--- src/rtl/mcadc_pkg.sv ---
package mcadc_pkg;
  localparam int unsigned ADDR_W = 2;

  typedef enum logic [ADDR_W-1:0] {
    REG_CTRL0 = 2'd0,
    REG_CTRL1 = 2'd1
  } reg_addr_e;

  typedef struct packed {
    logic       wonly;
    logic [1:0] cnt_m1;
  } strobe_cfg_t;
endpackage

--- src/rtl/mcadc_cfg_regs.sv ---
module mcadc_cfg_regs #(
  parameter int unsigned DW = 12
) (
  input  logic                  clk,
  input  logic                  rst,
  input  logic                  wr_act_i,
  input  logic [DW-1:0]         bus_i,
  output logic                  cfg_valid_o,
  output mcadc_pkg::strobe_cfg_t cfg_o
);
  import mcadc_pkg::*;
  localparam int unsigned REG_W = DW - ADDR_W;

  logic             wr_prev;
  logic             wr_fire;
  logic [ADDR_W-1:0] addr;
  logic [REG_W-1:0] payload;
  logic [REG_W-1:0] reg0_q;
  logic [REG_W-1:0] reg1_q;

  assign wr_fire = wr_act_i & ~wr_prev;
  assign addr    = bus_i[DW-1 -: ADDR_W];
  assign payload = bus_i[REG_W-1:0];

  always_ff @(posedge clk) begin
    if (rst) begin
      wr_prev     <= 1'b0;
      cfg_valid_o <= 1'b0;
      reg0_q      <= '0;
      reg1_q      <= '0;
    end else begin
      wr_prev <= wr_act_i;
      if (wr_fire) begin
        if (addr == REG_CTRL0) begin
          reg0_q      <= payload;
          cfg_valid_o <= 1'b1;
        end else if (addr == REG_CTRL1) begin
          reg1_q <= payload;
        end
      end
    end
  end

  assign cfg_o.cnt_m1 = reg0_q[1:0];
  assign cfg_o.wonly  = reg0_q[2];

  // registers change only through a write to their own address
  assert_reg0_hold_R2: assert property (@(posedge clk) disable iff (rst)
    !(wr_fire && addr == REG_CTRL0) |=> $stable(reg0_q));
  assert_reg1_hold_R2: assert property (@(posedge clk) disable iff (rst)
    !(wr_fire && addr == REG_CTRL1) |=> $stable(reg1_q));
  // configuration becomes valid only through a control register 0 write
  assert_first_write_R6: assert property (@(posedge clk) disable iff (rst)
    $rose(cfg_valid_o) |-> $past(wr_fire && addr == REG_CTRL0));
endmodule

--- src/rtl/mcadc_sample_pipe.sv ---
module mcadc_sample_pipe #(
  parameter int unsigned NCH = 4,
  parameter int unsigned DW  = 12,
  parameter int unsigned LAT = 5
) (
  input  logic              clk,
  input  logic              rst,
  input  logic              rise_i,
  input  logic [NCH*DW-1:0] smp_i,
  output logic [NCH*DW-1:0] set_o,
  output logic              set_vld_o
);
  localparam int unsigned SW = NCH * DW;
  localparam int unsigned CW = $clog2(LAT + 2);
  localparam logic [CW-1:0] FILL_MAX = CW'(LAT + 1);

  logic [SW-1:0]  stage [LAT];
  logic [LAT-1:0] svld;
  logic [CW-1:0]  fill_cnt;

  // data stages carry no reset so they can map to plain registers or RAM
  always_ff @(posedge clk) begin
    if (rise_i) begin
      stage[0] <= smp_i;
      for (int i = 1; i < LAT; i++) stage[i] <= stage[i-1];
      set_o <= stage[LAT-1];
    end
  end

  always_ff @(posedge clk) begin
    if (rst) begin
      svld      <= '0;
      set_vld_o <= 1'b0;
      fill_cnt  <= '0;
    end else if (rise_i) begin
      svld      <= {svld[LAT-2:0], 1'b1};
      set_vld_o <= svld[LAT-1];
      if (fill_cnt != FILL_MAX) fill_cnt <= fill_cnt + CW'(1);
    end
  end

  // a set is presented only after LAT+1 sampling edges since reset
  assert_latency_R7: assert property (@(posedge clk) disable iff (rst)
    set_vld_o |-> fill_cnt == FILL_MAX);
  // whole set moves together, only on sampling edges
  assert_set_stable_R11: assert property (@(posedge clk) disable iff (rst)
    !rise_i |=> $stable(set_vld_o));
endmodule

--- src/rtl/mcadc_readout.sv ---
module mcadc_readout #(
  parameter int unsigned NCH = 4,
  parameter int unsigned DW  = 12
) (
  input  logic              clk,
  input  logic              rst,
  input  logic              rise_i,
  input  logic              fall_i,
  input  logic              rd_act_i,
  input  logic [1:0]        cnt_m1_i,
  input  logic [NCH*DW-1:0] set_i,
  input  logic              set_vld_i,
  output logic [DW-1:0]     dout_o,
  output logic              sync_o
);
  localparam int unsigned PW = (NCH > 1) ? $clog2(NCH) : 1;
  localparam logic [PW-1:0] MAXP = PW'(NCH - 1);

  logic [DW-1:0] words [NCH];
  logic [PW-1:0] ptr;
  logic [PW-1:0] last;
  logic [1:0]    req;
  logic          rd_prev;
  logic          rd_done;

  for (genvar g = 0; g < NCH; g++) begin : g_word
    assign words[g] = set_i[g*DW +: DW];
  end

  always_comb begin
    req = (cnt_m1_i == 2'd0) ? 2'd1 : cnt_m1_i;
    if (int'(req) > NCH - 1) last = MAXP;
    else                     last = PW'(req);
  end

  assign rd_done = rd_prev & ~rd_act_i;

  always_ff @(posedge clk) begin
    if (rst) begin
      ptr     <= '0;
      rd_prev <= 1'b0;
      dout_o  <= '0;
      sync_o  <= 1'b0;
    end else begin
      rd_prev <= rd_act_i;
      if (rise_i)       ptr <= '0;
      else if (rd_done) ptr <= (ptr >= last) ? '0 : ptr + PW'(1);
      dout_o <= set_vld_i ? words[ptr] : '0;
      if (fall_i) sync_o <= set_vld_i && (ptr == '0);
    end
  end

  // a read finished on the last channel returns to channel A
  assert_wrap_R8: assert property (@(posedge clk) disable iff (rst)
    (rd_done && !rise_i && ptr >= last) |=> ptr == '0);
  // a new set always restarts at channel A
  assert_restart_R9: assert property (@(posedge clk) disable iff (rst)
    rise_i |=> ptr == '0);
  // sync moves only after a conversion clock falling edge
  assert_sync_edge_R10: assert property (@(posedge clk) disable iff (rst)
    !fall_i |=> $stable(sync_o));
endmodule

--- src/rtl/mcadc_bus_if.sv ---
module mcadc_bus_if #(
  parameter int unsigned NCH = 4,
  parameter int unsigned DW  = 12,
  parameter int unsigned LAT = 5
) (
  input  logic              clk,
  input  logic              rst,
  input  logic              conv_clk,
  input  logic              cs_n,
  input  logic              cs,
  input  logic              wr_rw,
  input  logic              rd_n,
  input  logic [DW-1:0]     bus_in,
  output logic [DW-1:0]     bus_out,
  output logic              bus_oe,
  input  logic [NCH*DW-1:0] smp_words,
  output logic              sync
);
  import mcadc_pkg::*;

  logic        conv_q;
  logic        rise;
  logic        fall;
  logic        sel;
  logic        wr_act;
  logic        rd_act;
  logic        cfg_valid;
  strobe_cfg_t cfg;
  logic [NCH*DW-1:0] set_w;
  logic        set_vld;

  always_ff @(posedge clk) begin
    if (rst) conv_q <= 1'b0;
    else     conv_q <= conv_clk;
  end

  assign rise   = conv_clk & ~conv_q;
  assign fall   = ~conv_clk & conv_q;
  assign sel    = ~cs_n & cs;
  assign wr_act = sel & ~wr_rw;
  assign rd_act = sel & cfg_valid & ~wr_act & (cfg.wonly ? ~rd_n : wr_rw);

  mcadc_cfg_regs #(.DW(DW)) cfg_i (
    .clk         (clk),
    .rst         (rst),
    .wr_act_i    (wr_act),
    .bus_i       (bus_in),
    .cfg_valid_o (cfg_valid),
    .cfg_o       (cfg)
  );

  mcadc_sample_pipe #(.NCH(NCH), .DW(DW), .LAT(LAT)) pipe_i (
    .clk       (clk),
    .rst       (rst),
    .rise_i    (rise),
    .smp_i     (smp_words),
    .set_o     (set_w),
    .set_vld_o (set_vld)
  );

  mcadc_readout #(.NCH(NCH), .DW(DW)) rdo_i (
    .clk       (clk),
    .rst       (rst),
    .rise_i    (rise),
    .fall_i    (fall),
    .rd_act_i  (rd_act),
    .cnt_m1_i  (cfg.cnt_m1),
    .set_i     (set_w),
    .set_vld_i (set_vld),
    .dout_o    (bus_out),
    .sync_o    (sync)
  );

  always_ff @(posedge clk) begin
    if (rst) bus_oe <= 1'b0;
    else     bus_oe <= rd_act;
  end

  // a deselected block never drives in the following cycle
  assert_hiz_unsel_R1: assert property (@(posedge clk) disable iff (rst)
    !sel |=> !bus_oe);
  // no drive before the strobe style is known
  assert_no_drive_unconf_R6: assert property (@(posedge clk) disable iff (rst)
    bus_oe |-> cfg_valid);
  // in combined style a low read/not-write line never drives
  assert_comb_write_R4: assert property (@(posedge clk) disable iff (rst)
    (!cfg.wonly && !wr_rw) |=> !bus_oe);
endmodule

--- config.mk ---
export PLATFORM = sky130hd
export DESIGN_NAME = mcadc_bus_if
export DESIGN_NICKNAME = d
export VERILOG_FILES = /design/src/rtl/mcadc_pkg.sv /design/src/rtl/mcadc_cfg_regs.sv /design/src/rtl/mcadc_sample_pipe.sv /design/src/rtl/mcadc_readout.sv /design/src/rtl/mcadc_bus_if.sv
export SDC_FILE = /design/constraint.sdc
export NUM_CORES = 1
export LEC_CHECK = 0
export ABC_AREA = 1
export BUFFER_PORTS_ARGS = -buffer_cell sky130_fd_sc_hd__buf_2
export CAP_MARGIN = 5
export CORE_ASPECT_RATIO = 1.4
export CORE_MARGIN = 3
export CORE_UTILIZATION = 26
export CTS_CLUSTER_DIAMETER = 150
export CTS_CLUSTER_SIZE = 28
export DETAILED_ROUTE_END_ITERATION = 10
export SLEW_MARGIN = 0
export SYNTH_ARGS = -nofsm -noshare
export SYNTH_HDL_FRONTEND = slang
export SYNTH_SLANG_ARGS = --single-unit
--- constraint.sdc ---
create_clock -name clk -period 11.7 [get_ports clk]
set_input_delay 0.585 -clock clk [delete_from_list [all_inputs] [get_ports clk]]
set_output_delay 0.585 -clock clk [all_outputs]
set_load 0.02 [all_outputs]
Yosys cells after proc, flatten, opt, wreduce, memory -nomap -nowiden
Memory sizes are Yosys's and may differ from the RTL's. A register that Yosys moved wholly into a read port is not among the register bits. Index checks and enable logic that the tools add are counted. W data, S select, Z words.

Register bits after elaboration: 28. Bits in writable memories: 240. Bits of input ports: 67. Output and inout port bits: 14. Word-level logic and storage cells: 48. Memories: 1.

$add $sub $neg: 1. $lt $le $gt $ge: 2. Multiplexer cells: 8. Bitwise logic cells: 19. Reduce and logical (&&, ||, !) cells: 7.

Memory list: pipe_i.stage (words 5, bits a word 48, read ports 5, clocked after memory_dff 1, wr ports 5, line mcadc_sample_pipe.sv:17) `logic [SW-1:0] stage [LAT];`.

Operator list (count): $bmux W12 S2 (1); $mux W12 (2); $and A1 B1 Y1 (9); $not A1 Y1 (9); $logic_not A2 Y1 (3); $mux W2 (2); $reduce_or A2 Y1 (2); $ge A3 B3 Y1 const B (1); $mux W1 (3); $not A2 Y3 (1); $add A2 B1 Y2 const B (1); $ge A2 B2 Y1 (1); $reduce_and A2 Y1 (1); $logic_and A1 B1 Y1 (1).

Depth between registers and ports, before layout
Depth after elaboration: 8. Depth in mapped cells: 10. Depth with buffers taken out: 9.

Cells and area by module
A second synthesis with hierarchy kept.

Cells, all modules: 515. Area, all modules: 10163.5 µm².

Modules (own cells, without submodules): mcadc_sample_pipe (instances 1, cells each 323, area each 8897.3 µm², seq. area each 8768.4 µm²); mcadc_readout (instances 1, cells each 149, area each 964.7 µm², seq. area each 320.3 µm²); mcadc_cfg_regs (instances 1, cells each 27, area each 196.4 µm², seq. area each 100.1 µm²); mcadc_bus_if (instances 1, cells each 16, area each 105.1 µm², seq. area each 40.0 µm²).

Worst setup path before layout
OpenSTA, ideal clock, no wires.

Kind: input-to-reg. Start point: input conv_clk. End point: register pipe_i.set_vld_o. Library setup time: 0.132 ns. Arrival time: 9.306 ns. Required time: 11.568 ns. Setup slack: 2.262 ns. Stages on the path: 5. Path buffers: 0. Path through: inv_1 > nor2_2 > inv_1 > nor2_1 > nor2_1.

Longest elaborated chain between the ends: 1.

Ends and longest elaborated chain: start: declaration (line mcadc_bus_if.sv:8) `input logic conv_clk,`; $and A1 B1 Y1 (line mcadc_bus_if.sv:37) `assign rise = conv_clk & ~conv_q;`; net pipe_i.rise_i (line mcadc_sample_pipe.sv:8) `input logic rise_i,`; end signal: assignment (line mcadc_sample_pipe.sv:37) `set_vld_o <= svld[LAT-1];`; end: declaration (line mcadc_sample_pipe.sv:11) `output logic set_vld_o`.

The timed path passes the listed nets, and every way through them passes these cells. A chain may end at the register's enable or synchronous reset.

==> metrics <==
CTS tree=yes; # hold bufs at CTS=0; Slew Limit Fails=0; Yosys cell types=20; RSZ-0062 raised after global routing=false; Req. time, crit path=11,810 ps; post-cts sizing count=0; clk sinks=316; crit-path cells=nor2_4, buf_12, buf_4; H-tree depth=1; crit path from=conv_q; gr usage total=0.0646; Post-Syn Area per Cell=20.7 um2; antenna cells=0; vias in the first global route=3,941; DRT Wirelength=13.2 mm; CTS root buffer=clkbuf_16; final hold violations=0; Core Region=37,700 um2; worst hold slack=265 ps; grt ovf=0; drt pass-1 iters=4; R2R Path Start=conv_q; Cell Count, Final, Fillers Out=1,046; Crit Path Class=flip-flop to flip-flop; most frequent cells in the layout=edfxtp_1, buf_2, nor2_1; Post-Syn Instances=481; Routed Antenna Nets=0; Port Buffers=73; clk_lat worst skew=500 ps; status=complete, no violations; hold_sp=smp_words[24]; Clock Skews=14.3 ps; row count=84; flops & latches, synth=316; Fillers=3,614; die area=40,800 um2; largest net degree at the start of global routing=212; NumNets Final=635; Layout Utilization=0.300; most common cell after layout, fill and taps aside=edfxtp_1; crit path launch type=flip-flop; max-capacitance violation count=0; total negative slack=0 ps; DRC=0; PD cells=171 nW/um2; routed length per instance=12.6 um; Yosys warning total=0; Arrival @ worst endpoint=2810 ps; CP Capture Type=flip-flop; CP max stage delay=930 ps; Worst-Margin Slew=1090 ps; cell count after placement=1,021; Post-CTS Setup Repair Bufs=0; fmax=370 MHz; highest-delay cell along the critical path=buf_4; share of layout cells above drive strength 1=0.171; CTS Buf Count=15; leak pwr=3.82 nW; post-synth top area share=0.867; clock transition at the registers of the reported paths=110 ps; Ports=81; initial antenna violation count=1; dpl hpwl=7.75 mm; Iter 0 DRT Violations=379; Initial Util=0.264; worst hold path type=input port to flip-flop; Period minus WS final=2710 ps; Synth-to-Final Area Change=13.6%; maximum vdd drop=0.000134 V; Syn Nets=551; Clock Tree Buf Depth=3; via count=3,961; Critical Path Fanout Max=211; die height=238 um; relative slew slack=0.270; period utilization=0.231; cell taking the most area after synthesis=edfxtp_1; Cell Area, Synth=9980 um2; first-pass GRT wire length=20.6 mm; Die X-Extent=172 um; GPL Wtd Cong=0.677; post-synthesis sequential area ratio=0.923; Vias/cell=3.79; Finish-stage setup viols=0; synth top area cells=edfxtp_1, dfxtp_1, nor2_1
-- where the power goes --
part           total (mW)  switching [mW]  internal (mW)  leakage, nW
combinational      0.0485          0.0357         0.0128        0.620
sequential           1.31          0.0135           1.30         2.99
clock               0.571           0.323          0.248        0.206
total                1.93           0.372           1.56         3.82
-- synth_stat cells --
cell / instances
edfxtp_1: 288
nor2_1: 63
dfxtp_1: 28
a21oi_1: 22
o21ai_1: 16
nand2_1: 13
o21ai_0: 13
inv_1: 11
nand3_1: 6
buf_4: 3
buf_6: 3
ha_1: 3
clkbuf_1: 2
inv_2: 2
nand4_1: 2
nor3_1: 2
buf_2: 1
nor2_2: 1
nor3_2: 1
or2_2: 1
-- worst max-delay path: cells and delay by family, from the launching register on --
family                 cells  cell delay, ps
AND/OR/NAND/NOR            1             130
flip-flops                 1             370
buffers and inverters      2            1600
-- cells by family after synthesis --
group | Yosys count | share of synthesized area
buf+inv | 22 | 0.0118
simple gates | 89 | 0.0361
compound gates | 51 | 0.0256
flops | 316 | 0.923
fa+ha+maj | 3 | 0.00376
-- sequential cells by signal, indices dropped and copies added, names as in the netlist --
name               count
rdo_i.ptr              2
pipe_i.set_vld_o       1
cfg_i.wr_prev          1
conv_q                 1
pipe_i.svld            5
rdo_i.sync_o           1
cfg_i.cfg_valid_o      1
rdo_i.dout_o          12
pipe_i.stage         240
cfg_i.reg0_q           3
pipe_i.set_o          48
rdo_i.rd_prev          1
-- metrics by stage --
stage          power [mW]  area (um2)  setup slack, ps
3_3_place_gp         1.39       10900             8680
3_5_place_dp         1.39       10900             8610
6_report             1.93       11300             8990
4_1_cts              1.97       11300             8970
2_1_floorplan        1.38        9980             2260
5_1_grt              2.02       11300             8820
-- cell type report --
type | count | area [um2] | area share
sequential | 316 | 9210 | 0.812
multi-input combinational | 143 | 658 | 0.0581
tap | 473 | 592 | 0.0522
clock buffer | 23 | 405 | 0.0358
timing repair buffer | 76 | 400 | 0.0353
inverter | 13 | 48.8 | 0.00430
clock inverter | 2 | 22.5 | 0.00199
-- routing by layer --
| metal | part of all wire | GRT usage | up-vias |
|---|---|---|---|
| met3 | 0.039 | 0.0101 | 20 |
| li1 | - | - | 1958 |
| met4 | 0.030 | 0.0315 | 0 |
| met5 | 0 | 0 | - |
| met1 | 0.41 | 0.0760 | 1917 |
| met2 | 0.52 | 0.114 | 66 |
-- final timing paths --
| path | to | slack (ps) | cells after the start |
|---|---|---|---|
| worst max-delay path | pipe_i.stage[3][6] | 8990 | 3 |
| worst min-delay path | pipe_i.stage[0][24] | 260 | 1 |
| worst max register to register | pipe_i.stage[3][6] | 8990 | 3 |
| worst min register to register | pipe_i.stage[4][10] | 410 | 0 |
(Power assumes the default switching activity.)
